--- src/rtl/serial_rx_pkg.sv ---
package serial_rx_pkg;

  // Trigger selector to byte level.
  function automatic int unsigned trig_level(input logic [1:0] sel);
    case (sel)
      2'b00:   return 1;
      2'b01:   return 4;
      2'b10:   return 8;
      default: return 14;
    endcase
  endfunction

  // Count after one cycle of push, pop or flush.
  function automatic int unsigned next_count(input int unsigned cur, input logic inc,
                                             input logic dec, input logic clr);
    if (clr) return 0;
    return cur + (inc ? 1 : 0) - (dec ? 1 : 0);
  endfunction

endpackage

--- src/rtl/rxq_store.sv ---
module rxq_store
  import serial_rx_pkg::*;
#(
  parameter int DW    = 8,
  parameter int DEPTH = 16,
  localparam int AW   = (DEPTH > 1) ? $clog2(DEPTH) : 1,
  localparam int CW   = $clog2(DEPTH + 1)
) (
  input  logic          clk,
  input  logic          rst_n,
  input  logic          flush,
  input  logic          push_req,
  input  logic [DW-1:0] push_data,
  input  logic          pop_req,
  output logic          push_ok,
  output logic          pop_ok,
  output logic          overrun_evt,
  output logic [DW-1:0] head_data,
  output logic [CW-1:0] count,
  output logic [CW-1:0] count_next
);

  logic [DW-1:0] mem [DEPTH];
  logic [AW-1:0] wr_ptr, rd_ptr;
  logic          full, empty;

  assign full        = (count == CW'(DEPTH));
  assign empty       = (count == '0);
  assign push_ok     = push_req && !full && !flush;
  assign overrun_evt = push_req && full && !flush;
  assign pop_ok      = pop_req && !empty && !flush;
  assign head_data   = empty ? '0 : mem[rd_ptr];
  assign count_next  = CW'(next_count(32'(count), push_ok, pop_ok, flush));

  function automatic logic [AW-1:0] step(input logic [AW-1:0] p);
    return (p == AW'(DEPTH - 1)) ? '0 : p + 1'b1;
  endfunction

  always_ff @(posedge clk) begin
    if (push_ok) mem[wr_ptr] <= push_data;
  end

  always_ff @(posedge clk or negedge rst_n) begin
    if (!rst_n) begin
      wr_ptr <= '0;
      rd_ptr <= '0;
      count  <= '0;
    end else begin
      count <= count_next;
      if (flush) begin
        wr_ptr <= '0;
        rd_ptr <= '0;
      end else begin
        if (push_ok) wr_ptr <= step(wr_ptr);
        if (pop_ok)  rd_ptr <= step(rd_ptr);
      end
    end
  end


  count_bound_chk: assert property (@(posedge clk) disable iff (!rst_n)
    count <= CW'(DEPTH));


  drop_keeps_count_chk: assert property (@(posedge clk) disable iff (!rst_n)
    (overrun_evt && !pop_ok) |=> count == $past(count));


  flush_empties_chk: assert property (@(posedge clk) disable iff (!rst_n)
    flush |=> count == '0);

endmodule

--- src/rtl/rxq_flags.sv ---
module rxq_flags #(
  parameter int CW = 5
) (
  input  logic          clk,
  input  logic          rst_n,
  input  logic          flush,
  input  logic [CW-1:0] trig,
  input  logic [CW-1:0] count_next,
  input  logic          push_req,
  input  logic          push_ok,
  input  logic          pop_ok,
  input  logic          overrun_evt,
  input  logic          bit_tick,
  input  logic          st_wr,
  input  logic          st_dr_wdata,
  input  logic          st_rdf_wdata,
  input  logic          ovr_wr,
  input  logic          ovr_wdata,
  output logic          dr,
  output logic          rdf,
  output logic          orer,
  output logic          dr_n,
  output logic          rdf_n,
  output logic          rdf_set_evt,
  output logic          dr_set_evt,
  output logic          orer_clr_evt
);

  logic arr_pend, arr_prev, arr_cur, at_level, idle_hit;

  assign arr_cur      = arr_pend || push_req;
  assign at_level     = (count_next >= trig);
  assign idle_hit     = bit_tick && !arr_cur && !arr_prev && !dr &&
                        (count_next != '0) && !at_level && !flush;
  assign orer_clr_evt = ovr_wr && !ovr_wdata;

  always_comb begin
    dr_n        = dr;
    rdf_n       = rdf;
    rdf_set_evt = 1'b0;
    dr_set_evt  = 1'b0;
    if (flush) begin
      dr_n  = 1'b0;
      rdf_n = 1'b0;
    end else begin
      if (st_wr) begin
        rdf_n = rdf && (st_rdf_wdata || at_level);
        dr_n  = dr && st_dr_wdata && (count_next != '0);
      end
      if (idle_hit) begin
        dr_n       = 1'b1;
        dr_set_evt = 1'b1;
      end
      if (pop_ok) begin
        if (!at_level)          rdf_n = 1'b0;
        if (count_next == '0)   dr_n  = 1'b0;
      end
      if (push_ok && at_level) begin
        rdf_n       = 1'b1;
        rdf_set_evt = 1'b1;
      end
    end
  end

  always_ff @(posedge clk or negedge rst_n) begin
    if (!rst_n) begin
      dr       <= 1'b0;
      rdf      <= 1'b0;
      orer     <= 1'b0;
      arr_pend <= 1'b0;
      arr_prev <= 1'b0;
    end else begin
      dr  <= dr_n;
      rdf <= rdf_n;
      if (overrun_evt)       orer <= 1'b1;
      else if (orer_clr_evt) orer <= 1'b0;
      if (bit_tick) begin
        arr_prev <= arr_cur;
        arr_pend <= 1'b0;
      end else if (push_req) begin
        arr_pend <= 1'b1;
      end
    end
  end


  overrun_sets_chk: assert property (@(posedge clk) disable iff (!rst_n)
    overrun_evt |=> orer);


  read_drops_rdf_chk: assert property (@(posedge clk) disable iff (!rst_n)
    (pop_ok && !push_ok && !at_level) |=> !rdf);


  status_no_set_chk: assert property (@(posedge clk) disable iff (!rst_n)
    (st_wr && !dr && !bit_tick) |=> !dr);

endmodule

--- src/rtl/rxq_irq.sv ---
module rxq_irq (
  input  logic clk,
  input  logic rst_n,
  input  logic rx_int_en,
  input  logic err_int_en,
  input  logic er_flag,
  input  logic dr_n,
  input  logic rdf_n,
  input  logic rdf_set_evt,
  input  logic dr_set_evt,
  input  logic overrun_evt,
  input  logic orer_clr_evt,
  output logic rx_irq,
  output logic err_irq,
  output logic dma_req
);

  logic rx_raise, err_keep;

  assign rx_raise = rdf_set_evt || dr_set_evt;
  assign err_keep = err_irq && (rx_int_en || err_int_en) &&
                    !(orer_clr_evt && !er_flag);

  always_ff @(posedge clk or negedge rst_n) begin
    if (!rst_n) begin
      rx_irq  <= 1'b0;
      err_irq <= 1'b0;
      dma_req <= 1'b0;
    end else begin
      rx_irq  <= rx_int_en && (dr_n || rdf_n) && (rx_raise || rx_irq);
      err_irq <= (err_int_en && overrun_evt) || err_keep;
      dma_req <= rx_raise;
    end
  end


  rx_en_gate_chk: assert property (@(posedge clk) disable iff (!rst_n)
    !rx_int_en |=> !rx_irq);


  err_en_gate_chk: assert property (@(posedge clk) disable iff (!rst_n)
    (!rx_int_en && !err_int_en) |=> !err_irq);


  dma_follows_event_chk: assert property (@(posedge clk) disable iff (!rst_n)
    rx_raise |=> dma_req);

endmodule

--- src/rtl/serial_rx_queue.sv ---
module serial_rx_queue
  import serial_rx_pkg::*;
#(
  parameter int DW    = 8,
  parameter int DEPTH = 16,
  localparam int CW   = $clog2(DEPTH + 1)
) (
  input  logic          clk,
  input  logic          rst_n,
  input  logic          line_valid,
  input  logic [DW-1:0] line_data,
  input  logic          lb_en,
  input  logic          lb_valid,
  input  logic [DW-1:0] lb_data,
  input  logic          bit_tick,
  input  logic          rd_en,
  output logic [DW-1:0] rd_data,
  output logic [CW-1:0] level,
  input  logic          flush,
  input  logic [1:0]    trig_sel,
  input  logic          rx_int_en,
  input  logic          err_int_en,
  input  logic          er_flag,
  input  logic          st_wr,
  input  logic          st_dr_wdata,
  input  logic          st_rdf_wdata,
  input  logic          ovr_wr,
  input  logic          ovr_wdata,
  output logic          dr,
  output logic          rdf,
  output logic          orer,
  output logic          rx_irq,
  output logic          err_irq,
  output logic          dma_req
);

  logic          push_req, push_ok, pop_ok, overrun_evt;
  logic [DW-1:0] push_data;
  logic [CW-1:0] count_next, trig;
  logic          dr_n, rdf_n, rdf_set_evt, dr_set_evt, orer_clr_evt;

  assign push_req  = lb_en ? lb_valid : line_valid;
  assign push_data = lb_en ? lb_data  : line_data;
  assign trig      = CW'(trig_level(trig_sel));

  rxq_store #(.DW(DW), .DEPTH(DEPTH)) u_store (
    .clk(clk), .rst_n(rst_n), .flush(flush),
    .push_req(push_req), .push_data(push_data), .pop_req(rd_en),
    .push_ok(push_ok), .pop_ok(pop_ok), .overrun_evt(overrun_evt),
    .head_data(rd_data), .count(level), .count_next(count_next)
  );

  rxq_flags #(.CW(CW)) u_flags (
    .clk(clk), .rst_n(rst_n), .flush(flush), .trig(trig),
    .count_next(count_next), .push_req(push_req), .push_ok(push_ok),
    .pop_ok(pop_ok), .overrun_evt(overrun_evt), .bit_tick(bit_tick),
    .st_wr(st_wr), .st_dr_wdata(st_dr_wdata), .st_rdf_wdata(st_rdf_wdata),
    .ovr_wr(ovr_wr), .ovr_wdata(ovr_wdata),
    .dr(dr), .rdf(rdf), .orer(orer), .dr_n(dr_n), .rdf_n(rdf_n),
    .rdf_set_evt(rdf_set_evt), .dr_set_evt(dr_set_evt),
    .orer_clr_evt(orer_clr_evt)
  );

  rxq_irq u_irq (
    .clk(clk), .rst_n(rst_n), .rx_int_en(rx_int_en), .err_int_en(err_int_en),
    .er_flag(er_flag), .dr_n(dr_n), .rdf_n(rdf_n),
    .rdf_set_evt(rdf_set_evt), .dr_set_evt(dr_set_evt),
    .overrun_evt(overrun_evt), .orer_clr_evt(orer_clr_evt),
    .rx_irq(rx_irq), .err_irq(err_irq), .dma_req(dma_req)
  );


  dr_needs_data_chk: assert property (@(posedge clk) disable iff (!rst_n)
    dr |-> level != '0);


  irq_has_cause_chk: assert property (@(posedge clk) disable iff (!rst_n)
    rx_irq |-> (dr || rdf));


  empty_reads_zero_chk: assert property (@(posedge clk) disable iff (!rst_n)
    (level == '0) |-> rd_data == '0);

endmodule

--- config.mk ---
export PLATFORM = sky130hd
export DESIGN_NAME = serial_rx_queue
export DESIGN_NICKNAME = d
export VERILOG_FILES = /design/src/rtl/serial_rx_pkg.sv /design/src/rtl/rxq_store.sv /design/src/rtl/rxq_flags.sv /design/src/rtl/rxq_irq.sv /design/src/rtl/serial_rx_queue.sv
export SDC_FILE = /design/constraint.sdc
export NUM_CORES = 1
export LEC_CHECK = 0
export ABC_AREA = 1
export BUFFER_PORTS_ARGS = -buffer_cell sky130_fd_sc_hd__buf_2
export CAP_MARGIN = 30
export CORE_UTILIZATION = 50
export CTS_CLUSTER_SIZE = 25
export DETAILED_ROUTE_END_ITERATION = 10
export GPL_ROUTABILITY_DRIVEN = 0
export PLACE_DENSITY = 0.66
export SLEW_MARGIN = 10
export SYNTH_ARGS = -nofsm -noshare
export SYNTH_HDL_FRONTEND = slang
export SYNTH_SLANG_ARGS = --single-unit
--- constraint.sdc ---
create_clock -name clk -period 9.5 [get_ports clk]
set_input_delay 0.475 -clock clk [delete_from_list [all_inputs] [get_ports clk]]
set_output_delay 0.475 -clock clk [all_outputs]
set_load 0.01 [all_outputs]
### Yosys cells after proc, flatten, opt, wreduce, memory -nomap -nowiden

Memories as Yosys holds them, arrays and structs flattened.
Cells that the tools add are included.

| operators by class | value |
|---|---|
| add/sub/neg operators | 4 |
| $lt $le $gt $ge | 1 |
| equality and inequality tests | 5 |
| muxes and demuxes | 34 |
| reductions and logical operators | 48 |

Operators with widths:

| operator | number |
|---|---|
| $mux 1 | 24 |
| $mux 4 | 6 |
| $logic_and 1x1->1 | 23 |
| $mux 8 | 2 |
| $pmux 4 s3 | 1 |
| $logic_not 1->1 | 10 |
| $logic_not 5->1 | 2 |
| $add 4x1->4 const B | 2 |
| $eq 4x4->1 const B | 2 |
| $reduce_bool 2->1 | 4 |
| $logic_or 1x1->1 | 7 |
| $add 5x5->5 | 1 |
| $eq 5x5->1 const B | 1 |
| $ge 5x4->1 | 1 |
| $mux 5 | 1 |
| $reduce_bool 5->1 | 1 |
| $sub 5x5->5 | 1 |
| $eq 2x1->1 const B | 1 |
| $eq 2x2->1 const B | 1 |
| $logic_not 2->1 | 1 |

| word-level totals | value |
|---|---|
| bits in registers | 21 |
| RAM bits | 128 |
| output and inout port bits | 19 |
| word-level logic and storage cells | 104 |
| memories | 1 |

Memories:

| name | words | width | read ports | clocked after Yosys merged registers in | wr ports | line | RTL |
|---|---|---|---|---|---|---|---|
| u_store.mem | 16 | 8 | 1 | 0 | 1 | rxq_store.sv:23 | `logic [DW-1:0] mem [DEPTH];` |

### Logic depth before layout (Yosys ltp)

| depth | value |
|---|---|
| depth in word-level cells | 19 |
| mapped depth | 25 |

### Cells and area by module

From an unflattened synthesis, not the netlist that was laid out.

| unflattened totals | value |
|---|---|
| cell total of the unflattened synthesis | 677 |
| area total of the unflattened synthesis | 6,770.2 um2 |

By module, submodules not included:

| module | instances | cells an instance | area an instance (um2) | seq. area each (um2) |
|---|---|---|---|---|
| rxq_store | 1 | 565 | 6,072.1 | 4,169.0 |
| rxq_flags | 1 | 62 | 432.9 | 125.1 |
| serial_rx_queue | 1 | 35 | 138.9 | 0.0 |
| rxq_irq | 1 | 15 | 126.4 | 75.1 |

### Worst setup path after synthesis

Ideal clock, no wire load.

| timing path | value |
|---|---|
| path type | in2reg |
| start | input port lb_en |
| end | register u_irq.rx_irq |
| data arrival time | 3.181 ns |
| setup slack | 6.204 ns |
| stages | 22 |
| buffers on the path | 1 |
| cells stage by stage | buf_6 -> o21ai_4 -> nand2_2 -> nor2_4 -> inv_2 -> ha_1 -> inv_1 -> ha_1 -> inv_1 -> fa_1 -> nor2_1 -> ha_1 -> o21ai_0 -> nand2_1 -> nand2_1 -> nand2_1 -> nand2_1 -> nand3_1 -> o21bai_1 -> nand2_1 -> nor2_2 -> nor2_1 |

| on the way | value |
|---|---|
| word-level cells in the longest chain between the ends | 18 |
| elaborated cells on any way between the ends | 42 |
| those cells by class | add/sub (2); order compare (1); mux (17); reduce/logical (22) |

Ends and longest elaborated chain:

| item | line | RTL |
|---|---|---|
| start, declared | serial_rx_queue.sv:12 | `input logic lb_en,` |
| $mux 1 * | serial_rx_queue.sv:42 | `assign push_req = lb_en ? lb_valid : line_valid;` |
| $logic_and 1x1->1 * (2 in series) | rxq_store.sv:29 | `assign push_ok = push_req && !full && !flush;` |
| $mux 1 * | serial_rx_pkg.sv:17 | `return cur + (inc ? 1 : 0) - (dec ? 1 : 0);` |
| $add 5x5->5 * | serial_rx_pkg.sv:17 |  |
| $sub 5x5->5 * | serial_rx_pkg.sv:17 |  |
| $mux 5 * | serial_rx_pkg.sv:17 |  |
| named net count_next[1] | serial_rx_queue.sv:39 | `logic [CW-1:0] count_next, trig;` |
| $ge 5x4->1 * | rxq_flags.sv:32 | `assign at_level = (count_next >= trig);` |
| [2 not listed] | n/a |  |
| $mux 1 | rxq_flags.sv:46 | `if (st_wr) begin` |
| $mux 1 | rxq_flags.sv:55 | `if (!at_level) rdf_n = 1'b0;` |
| $mux 1 | rxq_flags.sv:54 | `if (pop_ok) begin` |
| $mux 1 * | rxq_flags.sv:58 | `if (push_ok && at_level) begin` |
| $mux 1 * | rxq_flags.sv:42 | `if (flush) begin` |
| named net rdf_n | serial_rx_queue.sv:40 | `logic dr_n, rdf_n, rdf_set_evt, dr_set_evt, orer_clr_evt;` |
| $logic_or 1x1->1 * | rxq_irq.sv:30 | `rx_irq <= rx_int_en && (dr_n \|\| rdf_n) && (rx_raise \|\| rx_irq);` |
| $logic_and 1x1->1 * (2 in series) | rxq_irq.sv:30 |  |
| end signal, assigned | rxq_irq.sv:30 |  |
| end, declared | rxq_irq.sv:13 | `output logic rx_irq,` |

The timed path passes the listed nets; every way through them passes the cells marked *.
A chain may end at the register's enable or synchronous reset.

### Worst setup path after layout

| timing path | value |
|---|---|
| start | register u_store.rd_ptr[1] |
| end | output port rd_data[3] |

| on the way | value |
|---|---|
| word-level cells in the longest chain between the ends | 2 |

Ends and longest elaborated chain:

| item | line | RTL |
|---|---|---|
| start, declared | rxq_store.sv:24 | `logic [AW-1:0] wr_ptr, rd_ptr;` |
| start signal, assigned | rxq_store.sv:55 | `if (pop_ok) rd_ptr <= step(rd_ptr);` |
| $mem_v2 16x8 | n/a |  |
| $mux 8 | rxq_store.sv:32 | `assign head_data = empty ? '0 : mem[rd_ptr];` |
| end, declared | serial_rx_queue.sv:17 | `output logic [DW-1:0] rd_data,` |

Every way passes these cells.

==> impl_metrics.json <==
{
  "hp-class": "in2async",
  "grt_max_degree": 60,
  "slew_headroom_pct": 34.9,
  "cts.sinks": 149,
  "end_kind": "output pin",
  "die_height_um": 117,
  "finalCriticalPeriod_ns": 3.61,
  "syn2layout_area_growth_pct": 15.3,
  "power_density_nw_per_um2": 256,
  "cpPeakStageDelay_ns": 0.69,
  "crit_family": "compound AO/OA/AOI/OAI gates",
  "syn_nets": 603,
  "ir_drop_mv": 0.144,
  "synth.most_common_cell": "edfxtp_1",
  "fin_setup_tns_ns": 0,
  "syn_inst": 553,
  "power_w": 0.00194,
  "dieArea_um2": 13600,
  "crit_type": "reg2out",
  "portBuffers": 52,
  "first_global_vias": 4277,
  "cp-endpoint": "rd_data[3]",
  "grt_usage_pct": 23.9,
  "antenna_found_initial": 0,
  "synth_top_flop_cell": "edfxtp_1",
  "worstSkewPairLatency_ns": 0.42,
  "maxCapViolCount": 0,
  "drc": 0,
  "dpl.hpwl_mm": 9.56,
  "synthTopCellsByCount": "edfxtp_1 (128), nand2_1 (107), nor2_1 (50), a21oi_1 (35), inv_1 (35)",
  "io_pins": 53,
  "worstPathMaxFanout": 19,
  "drt_iter0_markers": 372,
  "synth_area_um2": 6560,
  "worstPathRequired_ns": 9.03,
  "arrival_ns": 3.13,
  "cts-buffers-inserted": 17,
  "drive_gt1_share_pct": 18.0,
  "synth_cell_type_count": 40,
  "postCtsHoldBufs": 0,
  "post_drt_wl_per_cell_um": 19.1,
  "hold_ws_ns": 0.0197,
  "multi_input_area_um2": 1910,
  "yosys-top-cells-area": "edfxtp_1 (59%), dfrtp_1 (8.0%), nand2_1 (6.1%)",
  "vias": 4368,
  "grt_setup_unrepaired": "no",
  "fin_skew_ns": 0.00784,
  "synth-seq-cells": 149,
  "die_w_um": 117,
  "antenna_cells": 0,
  "cellLeakagePower_nw": 2.93,
  "drv_slew": 0,
  "worstRegToRegCells": 22,
  "finalSetupViolations": 0,
  "fin_nets": 659,
  "clock_path_buffers": 2,
  "yosys.area.top_type": "edfxtp_1",
  "ant_nets": 0,
  "timing_hold_violations_final": 0,
  "cp-startpoint": "u_store.rd_ptr[1]",
  "async_flop_share_pct": 14.1,
  "fillCellCount": 1053,
  "htree_levels": 4,
  "via_per_inst": 5.50,
  "ctsResizeCount": 0,
  "r2r_slack_ns": 5.92,
  "start_util_pct": 51.6,
  "ys_seq_area_share_pct": 66.6,
  "crit_slowest_cell": "dfrtp_1",
  "r2r_start": "u_store.count[3]",
  "crit_chain": "inv_2 > nand2_1 > o221ai_1 > nor2_1 > a211oi_1 > buf_2",
  "grt_pass1_wl_mm": 22.8,
  "timing.fmax_mhz": 277,
  "synth_warnings": 0,
  "crit_buf_inv": 2,
  "synth_edf_count": 128,
  "drt-total-wl_mm": 15.2,
  "rows": 41,
  "worst_slew_pin_slew_ns": 0.973,
  "grt_overflow": 0,
  "crit_cells": 6,
  "seqCellArea_um2": 4370,
  "synth_top_area_share_pct": 58.6,
  "post_cts_buffers": 0,
  "min_period_over_period_pct": 38.0,
  "critPathLaunchType": "flip-flop",
  "root_buffer": "clkbuf_16",
  "outcome": "finished clean",
  "cts_tree": "yes",
  "r2r-end": "u_irq.rx_irq",
  "drt_first_pass_iters": 5,
  "core_um2": 12700,
  "path_clk_slew_ns": 0.06,
  "avgSynthCellArea_um2": 11.9
}
## worst register-to-register path: stages (launching register included)
cell and delay, ns:
dfrtp_1 0.37, inv_1 0.08, ha_1 0.19, nand4_1 0.14
nand2_1 0.09, nor2_1 0.28, ha_1 0.29, inv_1 0.06
ha_1 0.15, inv_1 0.05, fa_1 0.43, nor2_1 0.23
ha_1 0.27, o21ai_0 0.07, nand2_1 0.08, nand2_1 0.06
nand2_1 0.05, nand2_1 0.05, nand3_1 0.15, o21bai_1 0.17
nand2_1 0.09, nor2_2 0.10, nor2_1 0.04
## flip-flops by register name, indices dropped and copies added, names as in the netlist
register          cells
u_flags.arr_pend      1
u_flags.arr_prev      1
u_flags.dr            1
u_flags.orer          1
u_flags.rdf           1
u_irq.dma_req         1
u_irq.err_irq         1
u_irq.rx_irq          1
u_store.count         5
u_store.mem         128
u_store.rd_ptr        4
u_store.wr_ptr        4
## layout by cell type, fill, tap and decap left out, types with 10 or more instances in the layout
cell,Yosys,layout
buf_2,9,52
nor2_1,50,50
o22ai_1,10,10
inv_1,35,35
nand3_1,14,14
o21ai_0,25,25
a21oi_1,35,35
clkbuf_16,0,17
nand2_1,107,107
nor3_1,13,13
ha_1,15,15
edfxtp_1,128,128
dfrtp_1,21,20
## through the flow
stage / area, um^2 / utilization [%] / worst slack, ns / instances
floorplan: 6560 / - / 6.20 / 553
global placement: 6950 / 54.6 / 5.84 / 760
detailed placement: 6950 / 54.6 / 5.75 / 760
CTS: 7540 / 59.3 / 5.92 / 792
global route: 7570 / 59.5 / 5.53 / 794
finish: 7570 / 59.5 / 5.89 / 794
## cells by family after synthesis
logic type      count (synthesis)  share of synthesized area, %
flops                         149                          66.6
fa+ha+maj                      16                          3.16
xor+xnor                        3                         0.400
mux                            16                          2.59
buf+inv                        64                          4.33
simple gates                  198                          12.7
compound gates                107                          10.2
## power by group
| part | internal [W] | switching (W) |
|---|---|---|
| Clock | 0.000410 | 0.000255 |
| Combinational | 0.000170 | 0.000326 |
| Sequential | 0.000745 | 0.0000315 |
## worst min-delay path by stage
stage,endpoint,start,depth (start not counted)
after CTS,u_flags.orer,rst_n,1
final,u_flags.orer,rst_n,1
after floorplan,u_flags.arr_pend,rst_n,0
after detailed placement,u_flags.orer,rst_n,1
after global placement,u_flags.orer,rst_n,1
after global routing,u_irq.err_irq,rst_n,1
## layout make-up
class	instances	share of cell area [%]
Clock buffer	18	5.67
Clock inverter	14	2.13
Inverter	43	2.17
Multi-Input combinational cell	340	25.2
Sequential cell	149	57.7
Tap cell	172	2.84
Timing Repair Buffer	58	4.20
## metal layers
layer,global-route usage (%),up-vias,routed length [um]
met5,0,-,0
met3,6.64,26,769
met2,39.3,119,7560
li1,-,2085,-
met4,8.69,0,339
met1,30.3,2138,6490
(Power assumes the default switching activity.)
